==> config.mk <==
export PLATFORM = sky130hd
export DESIGN_NAME = irq_vec_ctrl
export DESIGN_NICKNAME = d
export VERILOG_FILES = /design/src/rtl/irq_pkg.sv /design/src/rtl/irq_sense.sv /design/src/rtl/irq_prio_enc.sv /design/src/rtl/irq_gate_fsm.sv /design/src/rtl/irq_vec_ctrl.sv
export SDC_FILE = /design/constraint.sdc
export NUM_CORES = 1
export LEC_CHECK = 0
export BUFFER_PORTS_ARGS = -buffer_cell sky130_fd_sc_hd__buf_2
export CORE_UTILIZATION = 40
export DETAILED_ROUTE_END_ITERATION = 16
export PLACE_DENSITY_LB_ADDON = 0.1
export REMOVE_ABC_BUFFERS = 1
export SETUP_SLACK_MARGIN = 0.4
export SLEW_MARGIN = 25
export SYNTH_ARGS = -nofsm -noshare
export SYNTH_HDL_FRONTEND = slang
export SYNTH_SLANG_ARGS = --single-unit
==> constraint.sdc <==
create_clock -name clk -period 2.4 [get_ports clk]
set_clock_uncertainty 0.1 [all_clocks]
set_input_delay 0.36 -clock clk [delete_from_list [all_inputs] [get_ports clk]]
set_output_delay 0.36 -clock clk [all_outputs]
set_load 0.05 [all_outputs]
==> src/rtl/irq_pkg.sv <==
package irq_pkg;

    typedef enum logic {
        GATE_SHUT = 1'b0,
        GATE_OPEN = 1'b1
    } gate_state_e;

    typedef enum logic [1:0] {
        SENSE_LOW  = 2'b00,
        SENSE_OFF  = 2'b01,
        SENSE_FALL = 2'b10,
        SENSE_RISE = 2'b11
    } sense_mode_e;

    localparam int REG_ADDR_W = 3;
    localparam int REG_DATA_W = 8;

    localparam logic [REG_ADDR_W-1:0] A_EXT_EN   = 3'd0;
    localparam logic [REG_ADDR_W-1:0] A_EXT_FLAG = 3'd1;
    localparam logic [REG_ADDR_W-1:0] A_EVT_EN   = 3'd2;
    localparam logic [REG_ADDR_W-1:0] A_EVT_FLAG = 3'd3;
    localparam logic [REG_ADDR_W-1:0] A_SENSE    = 3'd4;
    localparam logic [REG_ADDR_W-1:0] A_GATE     = 3'd5;

    localparam int EXT_COUNT    = 2;
    localparam int EXT_BIT_BASE = 6;

endpackage

==> src/rtl/irq_sense.sv <==
module irq_sense
    import irq_pkg::*;
(
    input  logic       clk,
    input  logic       rst_n,
    input  logic       pin_async,
    input  logic [1:0] mode,
    output logic       level_req,
    output logic       edge_hit
);

    logic sync_a, sync_b, last_b;

    always_ff @(posedge clk or negedge rst_n) begin
        if (!rst_n) begin
            sync_a <= 1'b0;
            sync_b <= 1'b0;
            last_b <= 1'b0;
        end else begin
            sync_a <= pin_async;
            sync_b <= sync_a;
            last_b <= sync_b;
        end
    end

    always_comb begin
        level_req = 1'b0;
        edge_hit  = 1'b0;
        unique case (mode)
            SENSE_LOW:  level_req = !sync_b;
            SENSE_OFF:  ;
            SENSE_FALL: edge_hit = last_b && !sync_b;
            SENSE_RISE: edge_hit = !last_b && sync_b;
        endcase
    end

    AST_EDGE_SINGLE_CYCLE: assert property (@(posedge clk) disable iff (!rst_n)
        edge_hit |=> (!edge_hit || !$stable(mode))) else $error("edge held");

endmodule

==> src/rtl/irq_prio_enc.sv <==
module irq_prio_enc #(
    parameter int NUM_SRC = 8,
    parameter int VEC_W   = 4
) (
    input  logic [NUM_SRC-1:0] src_req,
    output logic [NUM_SRC-1:0] grant,
    output logic               any_req,
    output logic [VEC_W-1:0]   vector
);

    always_comb begin
        grant  = '0;
        vector = '0;
        for (int i = NUM_SRC - 1; i >= 0; i--) begin
            if (src_req[i]) begin
                grant    = '0;
                grant[i] = 1'b1;
                vector   = VEC_W'(i + 1);
            end
        end
    end

    assign any_req = |src_req;

endmodule

==> src/rtl/irq_gate_fsm.sv <==
module irq_gate_fsm
    import irq_pkg::*;
(
    input  logic clk,
    input  logic rst_n,
    input  logic take,
    input  logic reti,
    input  logic sw_wr,
    input  logic sw_val,
    output logic gate_open
);

    gate_state_e state_q, state_d;

    always_ff @(posedge clk or negedge rst_n) begin
        if (!rst_n) state_q <= GATE_SHUT;
        else        state_q <= state_d;
    end

    always_comb begin
        state_d = state_q;
        unique case (state_q)
            GATE_SHUT: begin
                if (reti || (sw_wr && sw_val))
                    state_d = GATE_OPEN;
            end
            GATE_OPEN: begin
                if (take)
                    state_d = GATE_SHUT;
                else if (!reti && sw_wr && !sw_val)
                    state_d = GATE_SHUT;
            end
        endcase
    end

    always_comb begin
        gate_open = (state_q == GATE_OPEN);
    end

    AST_TAKE_SHUTS: assert property (@(posedge clk) disable iff (!rst_n)
        take |=> !gate_open) else $error("gate open after take");
    AST_RETI_OPENS: assert property (@(posedge clk) disable iff (!rst_n)
        (reti && !take) |=> gate_open) else $error("gate shut after reti");
    AST_SW_LOADS: assert property (@(posedge clk) disable iff (!rst_n)
        (sw_wr && !reti && !take) |=> (gate_open == $past(sw_val))) else $error("gate write lost");

endmodule

==> src/rtl/irq_vec_ctrl.sv <==
module irq_vec_ctrl
    import irq_pkg::*;
#(
    parameter int NUM_PERIPH = 6,
    parameter int VEC_W      = $clog2(NUM_PERIPH + 3)
) (
    input  logic                  clk,
    input  logic                  rst_n,
    input  logic [1:0]            ext_pin,
    input  logic [NUM_PERIPH-1:0] periph_evt,
    input  logic [2:0]            reg_addr,
    input  logic                  reg_we,
    input  logic [7:0]            reg_wdata,
    output logic [7:0]            reg_rdata,
    input  logic                  irq_ack,
    input  logic                  irq_reti,
    output logic                  irq_req,
    output logic [VEC_W-1:0]      irq_vector
);

    localparam int NUM_SRC = NUM_PERIPH + EXT_COUNT;

    logic [EXT_COUNT-1:0]  ext_en_q, ext_flag_q, ext_lvl, ext_hit, ext_pend;
    logic [NUM_PERIPH-1:0] evt_en_q, evt_flag_q;
    logic [2*EXT_COUNT-1:0] sense_q;
    logic [NUM_SRC-1:0]    src_req, grant;
    logic                  any_req, gate_open, take;
    logic [VEC_W-1:0]      enc_vector;

    logic wr_ext_en, wr_ext_flag, wr_evt_en, wr_evt_flag, wr_sense, wr_gate;

    assign wr_ext_en   = reg_we && (reg_addr == A_EXT_EN);
    assign wr_ext_flag = reg_we && (reg_addr == A_EXT_FLAG);
    assign wr_evt_en   = reg_we && (reg_addr == A_EVT_EN);
    assign wr_evt_flag = reg_we && (reg_addr == A_EVT_FLAG);
    assign wr_sense    = reg_we && (reg_addr == A_SENSE);
    assign wr_gate     = reg_we && (reg_addr == A_GATE);

    // external pin front ends
    for (genvar g = 0; g < EXT_COUNT; g++) begin : g_ext
        irq_sense u_sense (
            .clk       (clk),
            .rst_n     (rst_n),
            .pin_async (ext_pin[g]),
            .mode      (sense_q[2*g +: 2]),
            .level_req (ext_lvl[g]),
            .edge_hit  (ext_hit[g])
        );

        assign ext_pend[g] = ext_lvl[g] || (sense_q[2*g+1] && ext_flag_q[g]);

        always_ff @(posedge clk or negedge rst_n) begin
            if (!rst_n) begin
                ext_flag_q[g] <= 1'b0;
                ext_en_q[g]   <= 1'b0;
            end else begin
                if (ext_hit[g])
                    ext_flag_q[g] <= 1'b1;
                else if ((take && grant[g]) || (wr_ext_flag && reg_wdata[EXT_BIT_BASE+g]))
                    ext_flag_q[g] <= 1'b0;
                if (wr_ext_en)
                    ext_en_q[g] <= reg_wdata[EXT_BIT_BASE+g];
            end
        end
    end

    // peripheral event flags
    for (genvar j = 0; j < NUM_PERIPH; j++) begin : g_evt
        always_ff @(posedge clk or negedge rst_n) begin
            if (!rst_n) begin
                evt_flag_q[j] <= 1'b0;
                evt_en_q[j]   <= 1'b0;
            end else begin
                if (periph_evt[j])
                    evt_flag_q[j] <= 1'b1;
                else if ((take && grant[EXT_COUNT+j]) || (wr_evt_flag && reg_wdata[j]))
                    evt_flag_q[j] <= 1'b0;
                if (wr_evt_en)
                    evt_en_q[j] <= reg_wdata[j];
            end
        end

        AST_EVT_LATCHES: assert property (@(posedge clk) disable iff (!rst_n)
            periph_evt[j] |=> evt_flag_q[j]) else $error("event lost");
        AST_SVC_CLEARS: assert property (@(posedge clk) disable iff (!rst_n)
            (take && grant[EXT_COUNT+j] && !periph_evt[j]) |=> !evt_flag_q[j]) else $error("flag kept");
    end

    always_ff @(posedge clk or negedge rst_n) begin
        if (!rst_n)        sense_q <= '0;
        else if (wr_sense) sense_q <= reg_wdata[2*EXT_COUNT-1:0];
    end

    assign src_req = {evt_flag_q & evt_en_q, ext_pend & ext_en_q};

    irq_prio_enc #(
        .NUM_SRC (NUM_SRC),
        .VEC_W   (VEC_W)
    ) u_enc (
        .src_req (src_req),
        .grant   (grant),
        .any_req (any_req),
        .vector  (enc_vector)
    );

    assign irq_req    = gate_open && any_req;
    assign irq_vector = irq_req ? enc_vector : '0;
    assign take       = irq_ack && irq_req;

    irq_gate_fsm u_gate (
        .clk       (clk),
        .rst_n     (rst_n),
        .take      (take),
        .reti      (irq_reti),
        .sw_wr     (wr_gate),
        .sw_val    (reg_wdata[0]),
        .gate_open (gate_open)
    );

    always_comb begin
        reg_rdata = '0;
        unique case (reg_addr)
            A_EXT_EN:   reg_rdata[EXT_BIT_BASE +: EXT_COUNT] = ext_en_q;
            A_EXT_FLAG: reg_rdata[EXT_BIT_BASE +: EXT_COUNT] = ext_flag_q;
            A_EVT_EN:   reg_rdata = 8'(evt_en_q);
            A_EVT_FLAG: reg_rdata = 8'(evt_flag_q);
            A_SENSE:    reg_rdata = 8'(sense_q);
            A_GATE:     reg_rdata[0] = gate_open;
            default:    reg_rdata = '0;
        endcase
    end

    AST_REQ_DROPS_ON_TAKE: assert property (@(posedge clk) disable iff (!rst_n)
        take |=> !irq_req) else $error("request after accept");
    AST_VEC_NONZERO: assert property (@(posedge clk) disable iff (!rst_n)
        irq_req |-> (irq_vector != '0 && irq_vector <= VEC_W'(NUM_SRC))) else $error("bad vector");
    AST_EXT_EN_LOW_ZERO: assert property (@(posedge clk) disable iff (!rst_n)
        (reg_addr == A_EXT_EN) |-> (reg_rdata[EXT_BIT_BASE-1:0] == '0)) else $error("ro bits set");

endmodule

==> flow_metrics.env, run 1 <==
export IMPL_status="finished, violations left"
export IMPL_violations="hold timing"
export IMPL_synthSimpleGateAreaFrac=0.222
export IMPL_syn_area_per_cell_um2=10.4
export IMPL_grt_pass1_vias=1224
export IMPL_maxCapViolations=0
export IMPL_seq_power_share=0.393
export IMPL_worst_setup_path_type="reg -> out"
export IMPL_cts_path_max_buffers=2
export IMPL_leakagePower_uw=0.000853
export IMPL_syn_area_mm2=0.00148
export IMPL_core_area_mm2=0.00344
export IMPL_synth_mux_area_fraction=0.154
export IMPL_grt_pass1_wl_mm=5.93
export IMPL_clkSinkCount=27
export IMPL_pwr_share_clk=0.166
export IMPL_placed_area_mm2=0.00170
export IMPL_drt_iter0_drc=53
export IMPL_final_area_mm2=0.00195
export IMPL_drt_first_pass_iters=4
export IMPL_power_density_mw_per_mm2=828
export IMPL_fill_cells=326
export IMPL_wirelength_mm=3.82
export IMPL_start_kind="flop"
export IMPL_final_nets=217
export IMPL_io_buffers=36
export IMPL_ys_ff_latch=27
export IMPL_holdCritPathClass="in -> async"
export IMPL_clk_pin_slew_worst_paths_ps=100
export IMPL_cts_root_buf="clkbuf_8"
export IMPL_place_gp_congestion=0.842
export IMPL_ant_nets=0
export IMPL_wire_per_inst_um=16.0
export IMPL_synth_top_family_by_area="simple AND/OR/NAND/NOR gates"
export IMPL_synth_xor_area_frac=0
export IMPL_area_delta_synth_final_pct=32.2
export IMPL_crit_path_max_fanout=4
export IMPL_dpl_hpwl_mm=2.69
export IMPL_yosysSeqAreaShare=0.458
export IMPL_synthAdderAreaFrac=0
export IMPL_internal_power_uw=972
export IMPL_synth_compound_area_frac=0.148
export IMPL_combPwrFrac=0.441
export IMPL_slew_headroom=0.576
export IMPL_ios=37
export IMPL_setup_violations=0
export IMPL_setup_worst_path_end_class="primary output"
export IMPL_synthFlopType="dfrtp_1"
export IMPL_post_route_period_util=0.873
export IMPL_yosys_warnings=0
export IMPL_overflow=0
export IMPL_crit_required_ps=1940
export IMPL_fmax_ghz=0.477
export IMPL_p_switching_uw=643
export IMPL_final_min_clock_period_ps=2090
export IMPL_switching_share=0.398
export IMPL_antenna_found_initial=0
export IMPL_clk_insertion_delay_late_ps=270
export IMPL_vias=1297
export IMPL_drt_vias_per_instance=5.45
export IMPL_tightestPinTransition_ps=637
export IMPL_num_rows=21
export IMPL_synth_edf_count=0
export IMPL_hold_viol_final=9
export IMPL_arrival_ps=1630
export IMPL_initial_core_util=0.429
export IMPL_synth_async_reset_ratio=1.00
export IMPL_dieHeight_um=62.7
export IMPL_die_area_mm2=0.00394
export IMPL_drc=0
export IMPL_grt_max_degree=28
export IMPL_drive_above_1_share=0.443
export IMPL_fin_util=0.567
export IMPL_diodes=0
export IMPL_cts_tree="done"
export IMPL_rsz0062_at_grt="yes"
export IMPL_grt_total_usage=0.197
export IMPL_vdd_drop_max_uv=350
export IMPL_holdWs_ps=-7.30
export IMPL_synth_cell_types=38
export IMPL_synthCells=142
export IMPL_slew_viol_final=0
export IMPL_die_w_um=62.7
export IMPL_cts_buffers=3
export IMPL_htreeDepth=1
stage by stage:
stage	power (uW)	setup TNS [ps]	setup WS, ps	cells
after floorplan	1030	-27.8	-27.8	137
after global placement	1170	0	385	220
after detailed placement	1180	0	346	220
after CTS	1580	0	290	234
after global routing	1700	0	209	238
final	1620	0	305	238
area by class of cell:
| cell class | instances | area (um2) | area share |
|---|---|---|---|
| multi-input cells | 109 | 845 | 0.433 |
| inverters | 1 | 3.75 | 0.00192 |
| clock buffers | 3 | 41.3 | 0.0212 |
| flip-flops and latches | 27 | 681 | 0.349 |
| repair buffers | 51 | 315 | 0.162 |
| well taps | 46 | 57.6 | 0.0295 |
| clock inverters | 1 | 7.51 | 0.00385 |
worst max-delay path: stages (launching register included):
cell     delay [ps]
dfrtp_1         420
nor4b_4         150
buf_4           140
nor2b_4         140
nand4_1         130
nor3_1          160
buf_4           220
cell usage after synthesis, types with 3 or more instances:
master | count | share of area
o21ai_0 | 5 | 0.017
nand3_1 | 3 | 0.010
nand4_1 | 3 | 0.013
buf_2 | 3 | 0.010
nand2_1 | 19 | 0.048
nor3_1 | 6 | 0.020
dfrtp_1 | 27 | 0.46
mux2i_1 | 8 | 0.054
nand3b_1 | 3 | 0.015
nor2b_1 | 3 | 0.013
mux2_2 | 13 | 0.099
a21oi_1 | 6 | 0.020
nor2_1 | 5 | 0.013
and2_1 | 3 | 0.013
state kept, by name, summed over array words and instances, names as in the netlist:
| signal | count |
|---|---|
| ext_en_q | 2 |
| ext_flag_q | 2 |
| g_ext.u_sense.sync_b | 2 |
| evt_flag_q | 6 |
| sense_q | 4 |
| g_ext.u_sense.last_b | 2 |
| g_ext.u_sense.sync_a | 2 |
| u_gate.gate_open | 1 |
| evt_en_q | 6 |
power groups by stage:
| stage | registers [uW] | logic, uW | clock network [uW] |
|---|---|---|---|
| 2_1_floorplan | 608 | 418 | 0 |
| 3_3_place_gp | 631 | 542 | 0 |
| 3_5_place_dp | 635 | 549 | 0 |
| 4_1_cts | 632 | 663 | 279 |
| 5_1_grt | 648 | 755 | 294 |
| 6_report | 636 | 712 | 268 |
path summary, 6_finish.rpt:
kind                                                endpoint                              start  cells after the start  slack [ps]
max                                            irq_vector[3]            ext_en_q[1]$_DFFE_PN0P_                      6         310
min                        g_ext[0].u_sense.last_b$_DFF_PN0_                              rst_n                      1          -7
max reg2reg                        ext_flag_q[1]$_DFFE_PN0P_  g_ext[1].u_sense.sync_b$_DFF_PN0_                      5         620
min reg2reg                g_ext[1].u_sense.sync_b$_DFF_PN0_  g_ext[1].u_sense.sync_a$_DFF_PN0_                      0         260
max in group asynchronous             sense_q[3]$_DFFE_PN0P_                              rst_n                      1        1760
min in group clk           g_ext[1].u_sense.sync_a$_DFF_PN0_                         ext_pin[1]                      1          80
what timing repair did:
item / CTS / global route
setup endpoints to repair: 5 / 8
hold buffers: 0 / 0
setup buffers: 10 / 4
pin swaps: 4 / 4
gates resized for setup: 19 / 8
placed cells by master (no fill, tap or decap), types with 3 or more instances in the layout:
cell type / n
buf_2: 30
mux2_2: 13
clkbuf_8: 3
o21ai_0: 4
dfrtp_1: 23
buf_4: 19
nand3b_1: 3
mux2i_1: 8
nand2_1: 19
nor2_1: 5
nor3_1: 4
nand3_1: 3
dfrtp_2: 4
a21oi_1: 6
nand4_1: 3
metal layers:
metal,vias up,track usage,share of wire
met4,0,0.0523,0.010
met5,-,0,0
met2,29,0.310,0.47
met1,634,0.286,0.50
met3,5,0.0219,0.027
li1,629,-,-
logic make-up after synthesis:
logic type             Yosys count
buffers and inverters            6
AND/OR/NAND/NOR                 58
flip-flops                      27
multiplexers                    21
AO/OA/AOI/OAI                   30
Power figures use the tool's default switching activity.
==> run 2, diff against run 1 <==
Settings changed: MAX_ROUTING_LAYER set to met4.
==> flow_metrics.env, run 2 (same netlist as run 1, synthesis figures left out) <==
export IMPL_status="finished, violations left"
export IMPL_violations="hold timing"
export IMPL_grt_total_usage=0.202
export IMPL_final_min_clock_period_ps=2090
export IMPL_slew_viol_final=0
export IMPL_vdd_drop_max_uv=350
export IMPL_die_area_mm2=0.00394
export IMPL_maxCapViolations=0
export IMPL_wirelength_mm=3.79
export IMPL_fin_util=0.567
export IMPL_stdcell_count=238
export IMPL_crit_path_max_fanout=4
export IMPL_setup_tns_ps=0
export IMPL_wire_per_inst_um=15.9
export IMPL_dieHeight_um=62.7
export IMPL_overflow=0
export IMPL_cts_path_max_buffers=2
export IMPL_final_common_cell="buf_2"
export IMPL_grt_pass1_vias=1223
export IMPL_holdCritPathClass="in -> async"
export IMPL_ios=37
export IMPL_power_uw=1610
export IMPL_initial_core_util=0.429
export IMPL_io_buffers=36
export IMPL_place_gp_congestion=0.855
export IMPL_crit_required_ps=1940
export IMPL_rr_worst_depth=5
export IMPL_arrival_ps=1630
export IMPL_clkSinkCount=27
export IMPL_setup_worst_path_end_class="primary output"
export IMPL_drive_above_1_share=0.443
export IMPL_holdWs_ps=-7.89
export IMPL_final_nets=217
export IMPL_drt_iter0_drc=33
export IMPL_hold_viol_final=10
export IMPL_setup_worst_path_start="ext_en_q[1]$_DFFE_PN0P_"
export IMPL_clk_insertion_delay_late_ps=270
export IMPL_cts_root_buf="clkbuf_8"
export IMPL_num_rows=21
export IMPL_leakagePower_uw=0.000853
export IMPL_cp_endpoint="irq_vector[3]"
export IMPL_clk_pin_slew_worst_paths_ps=100
export IMPL_ant_nets=0
export IMPL_setup_violations=0
export IMPL_diodes=0
export IMPL_drc=0
export IMPL_r2r_start="g_ext[1].u_sense.sync_b$_DFF_PN0_"
export IMPL_final_area_mm2=0.00195
export IMPL_r2r_end="ext_flag_q[1]$_DFFE_PN0P_"
export IMPL_cts_tree="done"
export IMPL_place_inst=220
export IMPL_htreeDepth=1
export IMPL_worst_setup_path_type="reg -> out"
export IMPL_dpl_hpwl_mm=2.69
export IMPL_core_area_mm2=0.00344
export IMPL_fmax_ghz=0.477
export IMPL_post_route_period_util=0.873
export IMPL_area_delta_synth_final_pct=32.2
export IMPL_start_kind="flop"
export IMPL_power_density_mw_per_mm2=828
export IMPL_drt_vias_per_instance=5.42
export IMPL_slew_headroom=0.577
export IMPL_grt_max_degree=28
export IMPL_die_w_um=62.7
export IMPL_antenna_found_initial=0
export IMPL_tightestPinTransition_ps=635
export IMPL_top_regs="evt_en_q (6), evt_flag_q (6), sense_q (4)"
export IMPL_regToRegSetupSlack_ps=620
export IMPL_grt_pass1_wl_mm=5.94
export IMPL_vias=1290
export IMPL_rsz0062_at_grt="yes"
export IMPL_drt_first_pass_iters=4
export IMPL_final_cell_mix="30 x buf_2, 23 x dfrtp_1, 19 x nand2_1, 19 x buf_4, 13 x mux2_2"
export IMPL_cts_buffers=3
export IMPL_placed_area_mm2=0.00170
==> run 2: cell counts in the layout (fill, tap and decap cells not counted) <==
Identical to the previous run, type by type.
==> run 2: layout make-up <==
type	instances	area (um2)
Sequential cell	27	681
Inverter	1	3.75
Clock inverter	1	7.51
Timing Repair Buffer	51	315
Fill cell	326	1490
Tap cell	46	57.6
Multi-Input combinational cell	109	845
Clock buffer	3	41.3
==> run 2: metal layers <==
metal  global-route usage  up-vias  wire length, um
met4               0.0523        0               38
met1                0.287      624             1880
met3               0.0219        5              114
met2                0.308       31             1760
met5                    -        -                0
li1                     -      630                -
==> run 2: worst max-delay path: stages (launching register included) <==
cell and delay, ps:
dfrtp_1 420, nor4b_4 150, buf_4 140, nor2b_4 140, nand4_1 130, nor3_1 160, buf_4 220
==> run 2: worst min path at each step <==
stage                                                  from                                end  slack [ps]  cells past startpoint
after floorplan                                       rst_n            evt_en_q[0]$_DFFE_PN0P_         -40                      0
after global placement    g_ext[1].u_sense.sync_a$_DFF_PN0_  g_ext[1].u_sense.sync_b$_DFF_PN0_         230                      0
after detailed placement  g_ext[1].u_sense.sync_a$_DFF_PN0_  g_ext[1].u_sense.sync_b$_DFF_PN0_         240                      0
after CTS                                             rst_n  g_ext[0].u_sense.last_b$_DFF_PN0_           5                      1
after global routing                                  rst_n  g_ext[0].u_sense.sync_b$_DFF_PN0_          30                      1
final                                                 rst_n  g_ext[0].u_sense.last_b$_DFF_PN0_          -8                      1
==> run 2: through the flow <==
stage                     hold WS [ps]  setup slack [ps]
after global routing              26.2               209
final                            -7.89               305
after global placement             234               385
after CTS                         4.96               290
after floorplan                  -35.6             -27.8
after detailed placement           241               346
==> run 2: timing repair <==
| action | CTS | global route |
|---|---|---|
| gates resized for setup | 19 | 8 |
| hold buffers | 0 | 0 |
| endpoints found under the setup margin | 5 | 8 |
| buffers inserted | 10 | 4 |
| pin swaps | 4 | 4 |
==> run 2: report_power, final <==
part	switching, uW	internal, uW
Combinational	394	316
Clock	150	118
Sequential	97.8	538
==> run 3, diff against run 2 <==
Settings changed: CTS_BUF_LIST set to sky130_fd_sc_hd__clkbuf_4 sky130_fd_sc_hd__clkbuf_8, REMOVE_ABC_BUFFERS 1 to not set.
==> flow_metrics.env, run 3 (same netlist as run 1, synthesis figures left out) <==
export IMPL_die_area_mm2=0.00394
export IMPL_core_area_mm2=0.00344
export IMPL_wl_met1_mm=1.63
export IMPL_wirelength_mm=3.69
export IMPL_drt_first_pass_iters=4
export IMPL_r2r_start="ext_en_q[1]$_DFFE_PN0P_"
export IMPL_cts_path_max_buffers=2
export IMPL_setup_violations=0
export IMPL_clk_pin_slew_worst_paths_ps=90
export IMPL_die_w_um=62.7
export IMPL_clk_insertion_delay_late_ps=270
export IMPL_drc=0
export IMPL_vdd_drop_max_uv=480
export IMPL_arrival_ps=1610
export IMPL_htreeDepth=1
export IMPL_overflow=0
export IMPL_wl_met3_um=223
export IMPL_ant_nets=0
export IMPL_wire_per_inst_um=15.5
export IMPL_vias=1325
export IMPL_violations="hold timing"
export IMPL_crit_required_ps=1940
export IMPL_crit_path_max_fanout=5
export IMPL_dpl_hpwl_mm=2.65
export IMPL_slew_viol_final=0
export IMPL_maxCapViolations=0
export IMPL_synth_nets=166
export IMPL_fmax_ghz=0.482
export IMPL_cts_hold_buf=0
export IMPL_antenna_found_initial=0
export IMPL_leakagePower_uw=0.000864
export IMPL_holdWs_ps=-12.1
export IMPL_final_area_mm2=0.00198
export IMPL_clkSinkCount=27
export IMPL_drive_above_1_share=0.464
export IMPL_grt_total_usage=0.208
export IMPL_slew_headroom=0.594
export IMPL_grt_pass1_wl_mm=6.11
export IMPL_hold_viol_final=27
export IMPL_rsz0062_at_grt="yes"
export IMPL_drt_iter0_drc=63
export IMPL_wl_met2_mm=1.80
export IMPL_cts_root_buf="clkbuf_8"
export IMPL_final_nets=217
export IMPL_regToRegSetupSlack_ps=560
export IMPL_area_delta_synth_final_pct=34.5
export IMPL_worst_setup_path_type="reg -> out"
export IMPL_placed_area_mm2=0.00176
export IMPL_rr_worst_depth=6
export IMPL_num_rows=21
export IMPL_ios=37
export IMPL_grt_pass1_vias=1278
export IMPL_status="finished, violations left"
export IMPL_top_regs="evt_en_q (6), evt_flag_q (6), sense_q (4)"
export IMPL_place_gp_congestion=0.880
export IMPL_io_buffers=36
export IMPL_dr_max_layer_used="met4"
export IMPL_initial_core_util=0.429
export IMPL_setup_tns_ps=0
export IMPL_post_route_period_util=0.864
export IMPL_holdCritPathClass="in -> async"
export IMPL_cts_tree="done"
export IMPL_setup_worst_path_end_class="primary output"
export IMPL_fill_cells=314
export IMPL_r2r_end="evt_flag_q[4]$_DFFE_PN0P_"
export IMPL_drt_vias_per_instance=5.57
export IMPL_setup_ws_ps=327
export IMPL_cts_buffers=3
export IMPL_final_cell_mix="31 x buf_2, 26 x dfrtp_1, 19 x nand2_1"
export IMPL_power_density_mw_per_mm2=827
export IMPL_dieHeight_um=62.7
export IMPL_pre_cts_ws_ps=327
export IMPL_start_kind="flop"
export IMPL_diodes=0
export IMPL_grt_max_degree=28
export IMPL_final_common_cell="buf_2"
export IMPL_tightestPinTransition_ps=609
export IMPL_final_min_clock_period_ps=2070
run 3: changes by cell type in the layout (fill, tap and decap cells not counted), sizes merged:
cell	previous run	this run
clkbuf	3	4
clkinvlp	1	0
run 3: worst max-delay path by stage:
stage	start	endpoint	slack [ps]	cells after the start
finish	evt_en_q[2]$_DFFE_PN0P_	irq_req	330	5
global placement	sense_q[1]$_DFFE_PN0P_	irq_vector[3]	380	5
CTS	g_ext[1].u_sense.sync_b$_DFF_PN0_	irq_req	300	5
detailed placement	evt_en_q[2]$_DFFE_PN0P_	irq_req	330	5
floorplan	reg_addr[0]	reg_rdata[1]	-50	3
global route	evt_en_q[2]$_DFFE_PN0P_	irq_req	230	5
run 3: worst max-delay path, stage by stage (launching register included):
cell and delay (ps):
dfrtp_1 430, a22oi_2 310, nand3_1 170, nor3_2 210, nor2b_2 70, buf_6 150
run 3: layout make-up:
class / count / area [um2] / area share
flip-flops and latches: 27 / 677 / 0.341
repair buffers: 51 / 324 / 0.163
clock buffers: 4 / 48.8 / 0.0246
inverters: 1 / 3.75 / 0.00189
multi-input cells: 109 / 873 / 0.440
well taps: 46 / 57.6 / 0.0290
run 3: power by group:
group          internal [uW]  switching [uW]
clock                    130             136
combinational            329             413
sequential               536            97.7
run 3: stage by stage:
stage                     total power [uW]  utilization  hold WS (ps)  instances
final                                 1640        0.577         -12.1        238
after global routing                  1740        0.577          31.5        238
after CTS                             1620        0.568          8.61        234
after global placement                1210        0.511           233        220
after detailed placement              1220        0.511           239        220
after floorplan                       1070            -         -35.6        142
run 3: what timing repair did:
item / 4_1_cts / 5_1_grt
gates cloned: 0 / 0
endpoints found under the setup margin: 5 / 5
gates resized for setup: 19 / 1
pin swaps: 7 / 4
setup buffers: 10 / 4
run 3: routing by layer:
layer  GRT usage  vias up
met1       0.268      639
met3      0.0310        4
met5           -        -
met2       0.336       46
li1            -      636
met4      0.0698        0
